$ cat src/rtl/intr_tree_pkg.sv
// Shared constants, types and the fixed master routing table for the
// two-level interrupt aggregation controller.
// Assumes group registers and the master register share one data width.
package intr_tree_pkg;

    localparam int REG_W         = 32;
    localparam int GRP_W         = REG_W;
    localparam int N_GRP         = 11;
    localparam int CTRL_W        = 16;
    localparam int MASTER_EN_BIT = REG_W - 1;
    localparam int GRP_IDX_W     = $clog2(N_GRP + 1);
    localparam int MBIT_W        = $clog2(REG_W);
    localparam int SLOT_BYTES    = 16;

    // Register selector taken from address bits [3:2]
    typedef enum logic [1:0] {
        SEL_STAT  = 2'd0,
        SEL_MASK  = 2'd1,
        SEL_IDENT = 2'd2,
        SEL_EN    = 2'd3
    } reg_sel_e;

    // Which part of a group's pending vector feeds a master bit
    typedef enum logic [1:0] {
        PART_LO  = 2'd0,
        PART_HI  = 2'd1,
        PART_ALL = 2'd2
    } part_e;

    typedef struct packed {
        logic [GRP_IDX_W-1:0] grp;
        logic [MBIT_W-1:0]    mbit;
        part_e                part;
    } route_t;

    localparam int N_ROUTE = 13;

    // Fixed routing of group pending vectors into master summary bits
    localparam route_t ROUTES [N_ROUTE] = '{
        '{grp: GRP_IDX_W'(0),  mbit: MBIT_W'(0),  part: PART_LO},
        '{grp: GRP_IDX_W'(0),  mbit: MBIT_W'(1),  part: PART_HI},
        '{grp: GRP_IDX_W'(1),  mbit: MBIT_W'(2),  part: PART_LO},
        '{grp: GRP_IDX_W'(1),  mbit: MBIT_W'(3),  part: PART_HI},
        '{grp: GRP_IDX_W'(2),  mbit: MBIT_W'(4),  part: PART_LO},
        '{grp: GRP_IDX_W'(3),  mbit: MBIT_W'(6),  part: PART_LO},
        '{grp: GRP_IDX_W'(4),  mbit: MBIT_W'(16), part: PART_ALL},
        '{grp: GRP_IDX_W'(5),  mbit: MBIT_W'(17), part: PART_ALL},
        '{grp: GRP_IDX_W'(6),  mbit: MBIT_W'(18), part: PART_ALL},
        '{grp: GRP_IDX_W'(7),  mbit: MBIT_W'(20), part: PART_ALL},
        '{grp: GRP_IDX_W'(8),  mbit: MBIT_W'(22), part: PART_ALL},
        '{grp: GRP_IDX_W'(9),  mbit: MBIT_W'(23), part: PART_ALL},
        '{grp: GRP_IDX_W'(10), mbit: MBIT_W'(30), part: PART_ALL}
    };

    // Bit mask selecting the routed part of a pending vector
    function automatic logic [GRP_W-1:0] part_mask(input part_e p);
        logic [GRP_W-1:0] lo;
        lo = {{(GRP_W/2){1'b0}}, {(GRP_W/2){1'b1}}};
        case (p)
            PART_LO: return lo;
            PART_HI: return ~lo;
            default: return '1;
        endcase
    endfunction

endpackage

$ cat src/rtl/intr_group.sv
// One second-level interrupt group: status sample, mask, identity and
// enable registers, plus its read value and pending vector.
// Assumes the caller qualifies wr_hit with the group's address slot.
module intr_group
    import intr_tree_pkg::*;
(
    input  logic             clk,
    input  logic             rst_n,
    input  logic [GRP_W-1:0] evt,
    input  logic             wr_hit,
    input  reg_sel_e         sel,
    input  logic [GRP_W-1:0] wdata,
    output logic [GRP_W-1:0] rd_val,
    output logic [GRP_W-1:0] pending
);

    logic [GRP_W-1:0] stat_q;
    logic [GRP_W-1:0] mask_q;
    logic [GRP_W-1:0] ident_q;
    logic [GRP_W-1:0] en_q;
    logic [GRP_W-1:0] ack_clr;
    logic [GRP_W-1:0] ident_d;

    // Sample the raw event inputs for the status view
    always_ff @(posedge clk) begin
        if (!rst_n) stat_q <= '0;
        else        stat_q <= evt;
    end

    // Mask register, full replace on write
    always_ff @(posedge clk) begin
        if (!rst_n)                         mask_q <= '0;
        else if (wr_hit && sel == SEL_MASK) mask_q <= wdata;
    end

    // Enable register, full replace on write
    always_ff @(posedge clk) begin
        if (!rst_n)                       en_q <= '0;
        else if (wr_hit && sel == SEL_EN) en_q <= wdata;
    end

    // Next identity value: acknowledge clears, unmasked events set
    always_comb begin
        ack_clr = (wr_hit && sel == SEL_IDENT) ? wdata : '0;
        ident_d = (ident_q & ~ack_clr) | (evt & ~mask_q);
    end

    // Identity register update
    always_ff @(posedge clk) begin
        if (!rst_n) ident_q <= '0;
        else        ident_q <= ident_d;
    end

    // Pending vector seen by the master routing
    assign pending = ident_q & en_q;

    // Read selection inside the group
    always_comb begin
        case (sel)
            SEL_STAT:  rd_val = stat_q;
            SEL_MASK:  rd_val = mask_q;
            SEL_IDENT: rd_val = ident_q;
            default:   rd_val = en_q;
        endcase
    end

endmodule

$ cat src/rtl/intr_route.sv
// Folds the group pending vectors into master summary bits using the
// fixed routing table; purely combinational.
// Assumes every routed master bit appears once in the table.
module intr_route
    import intr_tree_pkg::*;
(
    input  logic [N_GRP*GRP_W-1:0] pend_flat,
    output logic [REG_W-1:0]       summary
);

    logic [N_ROUTE-1:0] route_hit;

    // One intersection test per routing entry
    for (genvar r = 0; r < N_ROUTE; r++) begin : g_route
        assign route_hit[r] =
            |(pend_flat[int'(ROUTES[r].grp)*GRP_W +: GRP_W] & part_mask(ROUTES[r].part));
    end

    // Scatter the hits into their master bit positions
    always_comb begin
        summary = '0;
        for (int r = 0; r < N_ROUTE; r++) begin
            summary[ROUTES[r].mbit] = route_hit[r];
        end
    end

endmodule

$ cat src/rtl/intr_irq_pulse.sv
// Turns an evaluation request into a one-cycle trigger one clock later,
// gated by the global enable, any summary bit and the message control.
// Assumes eval_req is a single-cycle indication per evaluating action.
module intr_irq_pulse
    import intr_tree_pkg::*;
(
    input  logic              clk,
    input  logic              rst_n,
    input  logic              eval_req,
    input  logic              master_en,
    input  logic [REG_W-1:0]  summary,
    input  logic [CTRL_W-1:0] msg_ctrl,
    output logic              irq_trig
);

    localparam logic [CTRL_W-1:0] CTRL_VALID = CTRL_W'(1);

    logic eval_q;
    logic trig_q;
    logic fire_ok;

    // Remember that an evaluation is owed on the next edge
    always_ff @(posedge clk) begin
        if (!rst_n) eval_q <= 1'b0;
        else        eval_q <= eval_req;
    end

    // Gate condition on the state after the evaluating action
    assign fire_ok = master_en && (|summary) && (msg_ctrl == CTRL_VALID);

    // Register the one-cycle trigger
    always_ff @(posedge clk) begin
        if (!rst_n) trig_q <= 1'b0;
        else        trig_q <= eval_q && fire_ok;
    end

    assign irq_trig = trig_q;

endmodule

$ cat src/rtl/intr_tree_ctrl.sv
// Top of the two-level interrupt aggregation controller: address decode,
// group instances, master enable register, routing and trigger pulse.
// Assumes 16-byte slots per group; the master sits in slot N_GRP, offset 0.
module intr_tree_ctrl
    import intr_tree_pkg::*;
#(
    parameter int ADDR_W = 8
) (
    input  logic                   clk,
    input  logic                   rst_n,
    input  logic [ADDR_W-1:0]      bus_addr,
    input  logic [REG_W-1:0]       bus_wdata,
    input  logic                   bus_we,
    output logic [REG_W-1:0]       bus_rdata,
    input  logic [N_GRP*GRP_W-1:0] evt_in,
    input  logic [CTRL_W-1:0]      msg_ctrl,
    output logic                   irq_trig
);

    localparam int SLOT_W = ADDR_W - $clog2(SLOT_BYTES);

    logic [SLOT_W-1:0]      slot;
    reg_sel_e               sel;
    logic                   grp_space;
    logic                   master_hit;
    logic                   eval_req;
    logic                   master_en_q;
    logic [REG_W-1:0]       summary;
    logic [REG_W-1:0]       master_view;
    logic [N_GRP*GRP_W-1:0] pend_flat;
    logic [GRP_W-1:0]       grp_rd [N_GRP];

    // Address decode into slot and register selector
    always_comb begin
        slot       = bus_addr[ADDR_W-1:$clog2(SLOT_BYTES)];
        sel        = reg_sel_e'(bus_addr[3:2]);
        grp_space  = (slot < SLOT_W'(N_GRP));
        master_hit = (slot == SLOT_W'(N_GRP)) && (sel == SEL_STAT);
    end

    // Group register banks
    for (genvar g = 0; g < N_GRP; g++) begin : g_grp
        intr_group u_grp (
            .clk     (clk),
            .rst_n   (rst_n),
            .evt     (evt_in[g*GRP_W +: GRP_W]),
            .wr_hit  (bus_we && (slot == SLOT_W'(g))),
            .sel     (sel),
            .wdata   (bus_wdata),
            .rd_val  (grp_rd[g]),
            .pending (pend_flat[g*GRP_W +: GRP_W])
        );
    end

    // Master global enable, the only software-writable master bit
    always_ff @(posedge clk) begin
        if (!rst_n)                    master_en_q <= 1'b0;
        else if (bus_we && master_hit) master_en_q <= bus_wdata[MASTER_EN_BIT];
    end

    // Summary bits from the routing table
    intr_route u_route (
        .pend_flat (pend_flat),
        .summary   (summary)
    );

    // Master register as seen by software
    always_comb begin
        master_view                = summary;
        master_view[MASTER_EN_BIT] = master_en_q;
    end

    // Actions that call for a re-evaluation of the request
    assign eval_req = (|evt_in)
                   || (bus_we && grp_space && (sel == SEL_MASK || sel == SEL_EN))
                   || (bus_we && master_hit);

    // Trigger pulse generation
    intr_irq_pulse u_pulse (
        .clk       (clk),
        .rst_n     (rst_n),
        .eval_req  (eval_req),
        .master_en (master_en_q),
        .summary   (summary),
        .msg_ctrl  (msg_ctrl),
        .irq_trig  (irq_trig)
    );

    // Read data selection across groups and master
    always_comb begin
        bus_rdata = '0;
        if (master_hit) bus_rdata = master_view;
        for (int g = 0; g < N_GRP; g++) begin
            if (slot == SLOT_W'(g)) bus_rdata = grp_rd[g];
        end
    end

endmodule

$ cat config.mk
export PLATFORM = sky130hd
export DESIGN_NAME = intr_tree_ctrl
export DESIGN_NICKNAME = d
export VERILOG_FILES = /design/src/rtl/intr_tree_pkg.sv /design/src/rtl/intr_group.sv /design/src/rtl/intr_route.sv /design/src/rtl/intr_irq_pulse.sv /design/src/rtl/intr_tree_ctrl.sv
export SDC_FILE = /design/constraint.sdc
export NUM_CORES = 2
export LEC_CHECK = 0
export BUFFER_PORTS_ARGS = -buffer_cell sky130_fd_sc_hd__buf_2
export CAP_MARGIN = 20
export CORE_MARGIN = 3
export CORE_UTILIZATION = 55
export DETAILED_ROUTE_END_ITERATION = 7
export PLACE_DENSITY_LB_ADDON = 0.3
export SLEW_MARGIN = 20
export SYNTH_ARGS = -nofsm -noshare
export SYNTH_HDL_FRONTEND = slang
export SYNTH_SLANG_ARGS = --single-unit
export TNS_END_PERCENT = 20
$ cat constraint.sdc
create_clock -name clk -period 4.3 [get_ports clk]
set_input_delay 0.215 -clock clk [delete_from_list [all_inputs] [get_ports clk]]
set_output_delay 0.215 -clock clk [all_outputs]
set_load 0.02 [all_outputs]
==> impl_results.md <==
- Via density: 6.39
- Top post-synthesis cells by count: nand2_1 (1,837), dfxtp_1 (1,411), nor2b_1 (711)
- Die area: 121,000 µm²
- Inserted Clock Buffers: 148
- Filler cell count: 8,959
- Post-Synth XOR/XNOR Area: 0
- DRC viols: 0
- Crit start category: flop
- CP arrival: 3.99 ns
- Fin crit share: 0.978
- RSZ-0062 raised after global routing: false
- Largest net degree at the start of global routing: 148
- Worst Setup EP: bus_rdata[20]
- Final instance area: 76,500 µm²
- Post-Syn Area: 64,200 µm²
- Die W: 348 µm
- Status: complete, but fails checks
- GRT Residual Overflow: 0
- DP Area: 67,700 µm²
- Crit Path Class: flop to output pin
- Critical-path cell list: a22o_1, a221oi_1, nand3_1, or4_1, a21oi_1, a21boi_0, buf_4, nand4b_1, buf_2
- IO Port Bufs: 441
- WHS: -0.00940 ns
- Worst path required time: 4.09 ns
- Post-Synth Adder-Cell Area: 0
- CTS tree: built
- Relative slew slack: 0.132
- Max_cap viols: 0
- Number of nets still failing antenna checks after routing: 0
- PostCTS Resize Cnt: 0
- Synth area leaders: dfxtp_1 (44%), mux4_2 (11%), nand2_1 (11%)
- Power density over the cells: 400 nW/µm²
- Multi-input logic area: 33,600 µm²
- R2R setup slack: 0.56 ns
- First-pass GRT wire length: 392 mm
- Reg2reg start: g_grp[10].u_grp.ident_q[9]
- Vias: 59,100
- Routed len/inst: 29.8 µm
- EDFF count, synth: 0
- HPWL after detailed placement: 186 mm
- P_leak: 0.0275 µW
- Synth area leader: dfxtp_1
- Htree depth: 4
- Min-Delay Path Class: input pin to flop
- Synthesized flop and latch total: 1,411
- Max Fclk: 238 MHz
- Tmin final: 4.20 ns
- CTS clock-pin slew for the worst setup and hold paths: 0.06 ns
- Post-synthesis mux area share: 0.123
- Initial antenna violation count: 34
- I/O pins: 444
- Critical path capture point type: output pin
- CTS root buffer: clkbuf_16
- Final Setup Violations: 0
- Failing checks: negative hold slack
- Gpl congestion: 1.06
- Iter 0 DRT Violations: 8,673
- Syn Nets: 7,429
- CORE AREA: 115,000 µm²
- Count leader, synth: nand2_1
- Top-area cell type share of the netlist area: 0.440
- Netlist cell types: 64
- Hold Vio Cnt, Final: 2
- Measured slew at the worst slew-check pin: 1.29 ns
- Final setup TNS: 0 ns
- CP max-delay cell: or4_1
- Syn_area_per_cell: 9.14 µm²
- Total GRT Usage: 0.444
- R2r worst-path depth: 7
- Largest family of logic cells by synthesized area: simple AND/OR/NAND/NOR gates
- Main synth FF type: dfxtp_1
- # nets final: 8,016
- Max FO, Critical Path: 3
- Post-Synth Simple-Gate Area: 0.238
- Capture point of the worst reg-to-reg path: u_pulse.irq_trig
- Drt total wl: 275 mm
- CTS sink cnt: 1,411
- Post-synthesis sequential area ratio: 0.440
- Layout cell share with drive strength beyond 1: 0.162
- Cell row count: 124
- Ys async rst share: 0
- DRT Pass-1 Iters: 6
- Critical Path Start: g_grp[7].u_grp.ident_q[12]
- Syn-to-layout area delta: 19.1%
- Syn. warnings: 0
- Skew final: 0.0280 ns
- Clk_lat worst skew: 0.79 ns
- Worst vdd ir: 0.000411 V
- Mapped Cells: 7,018
- Max incr delay on CP: 0.75 ns
- Vias in the first global route: 56,400
- FF+latch area: 28,200 µm²
- Synth Area in Compound Gates: 0.159
- Die Ht: 348 µm
- Pins Over Slew Limit: 0
- Starting Density: 0.557
- Deepest clock path buffer count: 3
==> power breakdown <==
part | switching, µW | total (µW) | internal (µW)
clock network | 5510 | 13500 | 7970
logic | 2010 | 3330 | 1320
registers | 273 | 13800 | 13500
==> metrics by stage <==
step	cells	utilization	hold WS (ns)	setup WS, ns	total power [µW]
detailed placement	8609	0.588	0.447	0.748	17000
global route	9239	0.664	0.0318	0.170	31200
floorplan	7018	-	0.303	2.11	15500
CTS	9237	0.664	0.00847	0.343	30400
finish	9251	0.664	-0.00940	0.0959	30600
global placement	8609	0.588	0.444	0.720	16900
==> registers in the layout, indices dropped and copies added (netlist names) <==
| name | cells |
|---|---|
| u_pulse.eval_q | 1 |
| u_pulse.irq_trig | 1 |
| master_en_q | 1 |
| g_grp.u_grp.stat_q | 352 |
| g_grp.u_grp.mask_q | 352 |
| g_grp.u_grp.en_q | 352 |
| g_grp.u_grp.ident_q | 352 |
==> layout by cell type, fill, tap and decap left out, drive strengths merged, types with 6 or more instances in the layout <==
master       instances
o21ai               58
nand2             1838
inv                  7
o22ai                6
nand4b               6
nand2b              10
nand3               25
a21boi             707
dlygate4sd3        358
a22oi              230
buf                631
a21oi              390
bufinv              11
a22o                34
mux4               337
and4                 6
and2               354
nand4               57
mux2i               21
diode               14
nor4                99
dfxtp             1411
nor2                73
nor3                 6
nor2b              711
clkinv              24
a221oi              30
clkbuf             230
==> timing repair <==
action	in CTS	in global routing
hold buffers	358	0
hold endpoints to repair	716	0
buffers inserted	0	0
==> logic make-up after synthesis <==
family	Yosys count
simple gates	3199
compound gates	1490
mux	363
flops	1411
buf+inv	555
==> metal layers <==
metal | up-vias | GRT usage | wire length, µm
met3 | 987 | 0.155 | 40900
met4 | 14 | 0.351 | 26000
met2 | 4293 | 0.621 | 111000
li1 | 25300 | - | -
met1 | 28500 | 0.559 | 97400
met5 | - | 0 | 101
==> worst min path at each step <==
stage                  start                         end  slack, ns  cells after the start
2_1_floorplan   msg_ctrl[14]            u_pulse.irq_trig       0.30                      1
3_3_place_gp     evt_in[342]  g_grp[10].u_grp.stat_q[22]       0.44                      2
3_5_place_dp      evt_in[68]    g_grp[2].u_grp.stat_q[4]       0.45                      2
4_1_cts        bus_wdata[15]   g_grp[0].u_grp.mask_q[15]      0.008                      3
5_1_grt        bus_wdata[15]     g_grp[0].u_grp.en_q[15]       0.03                      3
6_report               rst_n  g_grp[10].u_grp.mask_q[22]     -0.009                      2
==> final cells by class <==
cell class / count / share of cell area
clock inverters: 40 / 0.00723
diodes: 14 / 0.000458
clock buffers: 230 / 0.0596
multi-input cells: 5052 / 0.439
inverters: 3 / 0.000147
repair buffers: 989 / 0.0992
well taps: 1512 / 0.0247
flip-flops and latches: 1411 / 0.369
==> worst max-delay path: cells and delay by family (launching register included) <==
| family | cells | cell delay (ns) |
|---|---|---|
| compound gates | 4 | 1.16 |
| buf+inv | 2 | 0.48 |
| flops | 1 | 0.33 |
| simple gates | 3 | 1.25 |
Note: power is estimated with default switching activity, not from simulation.
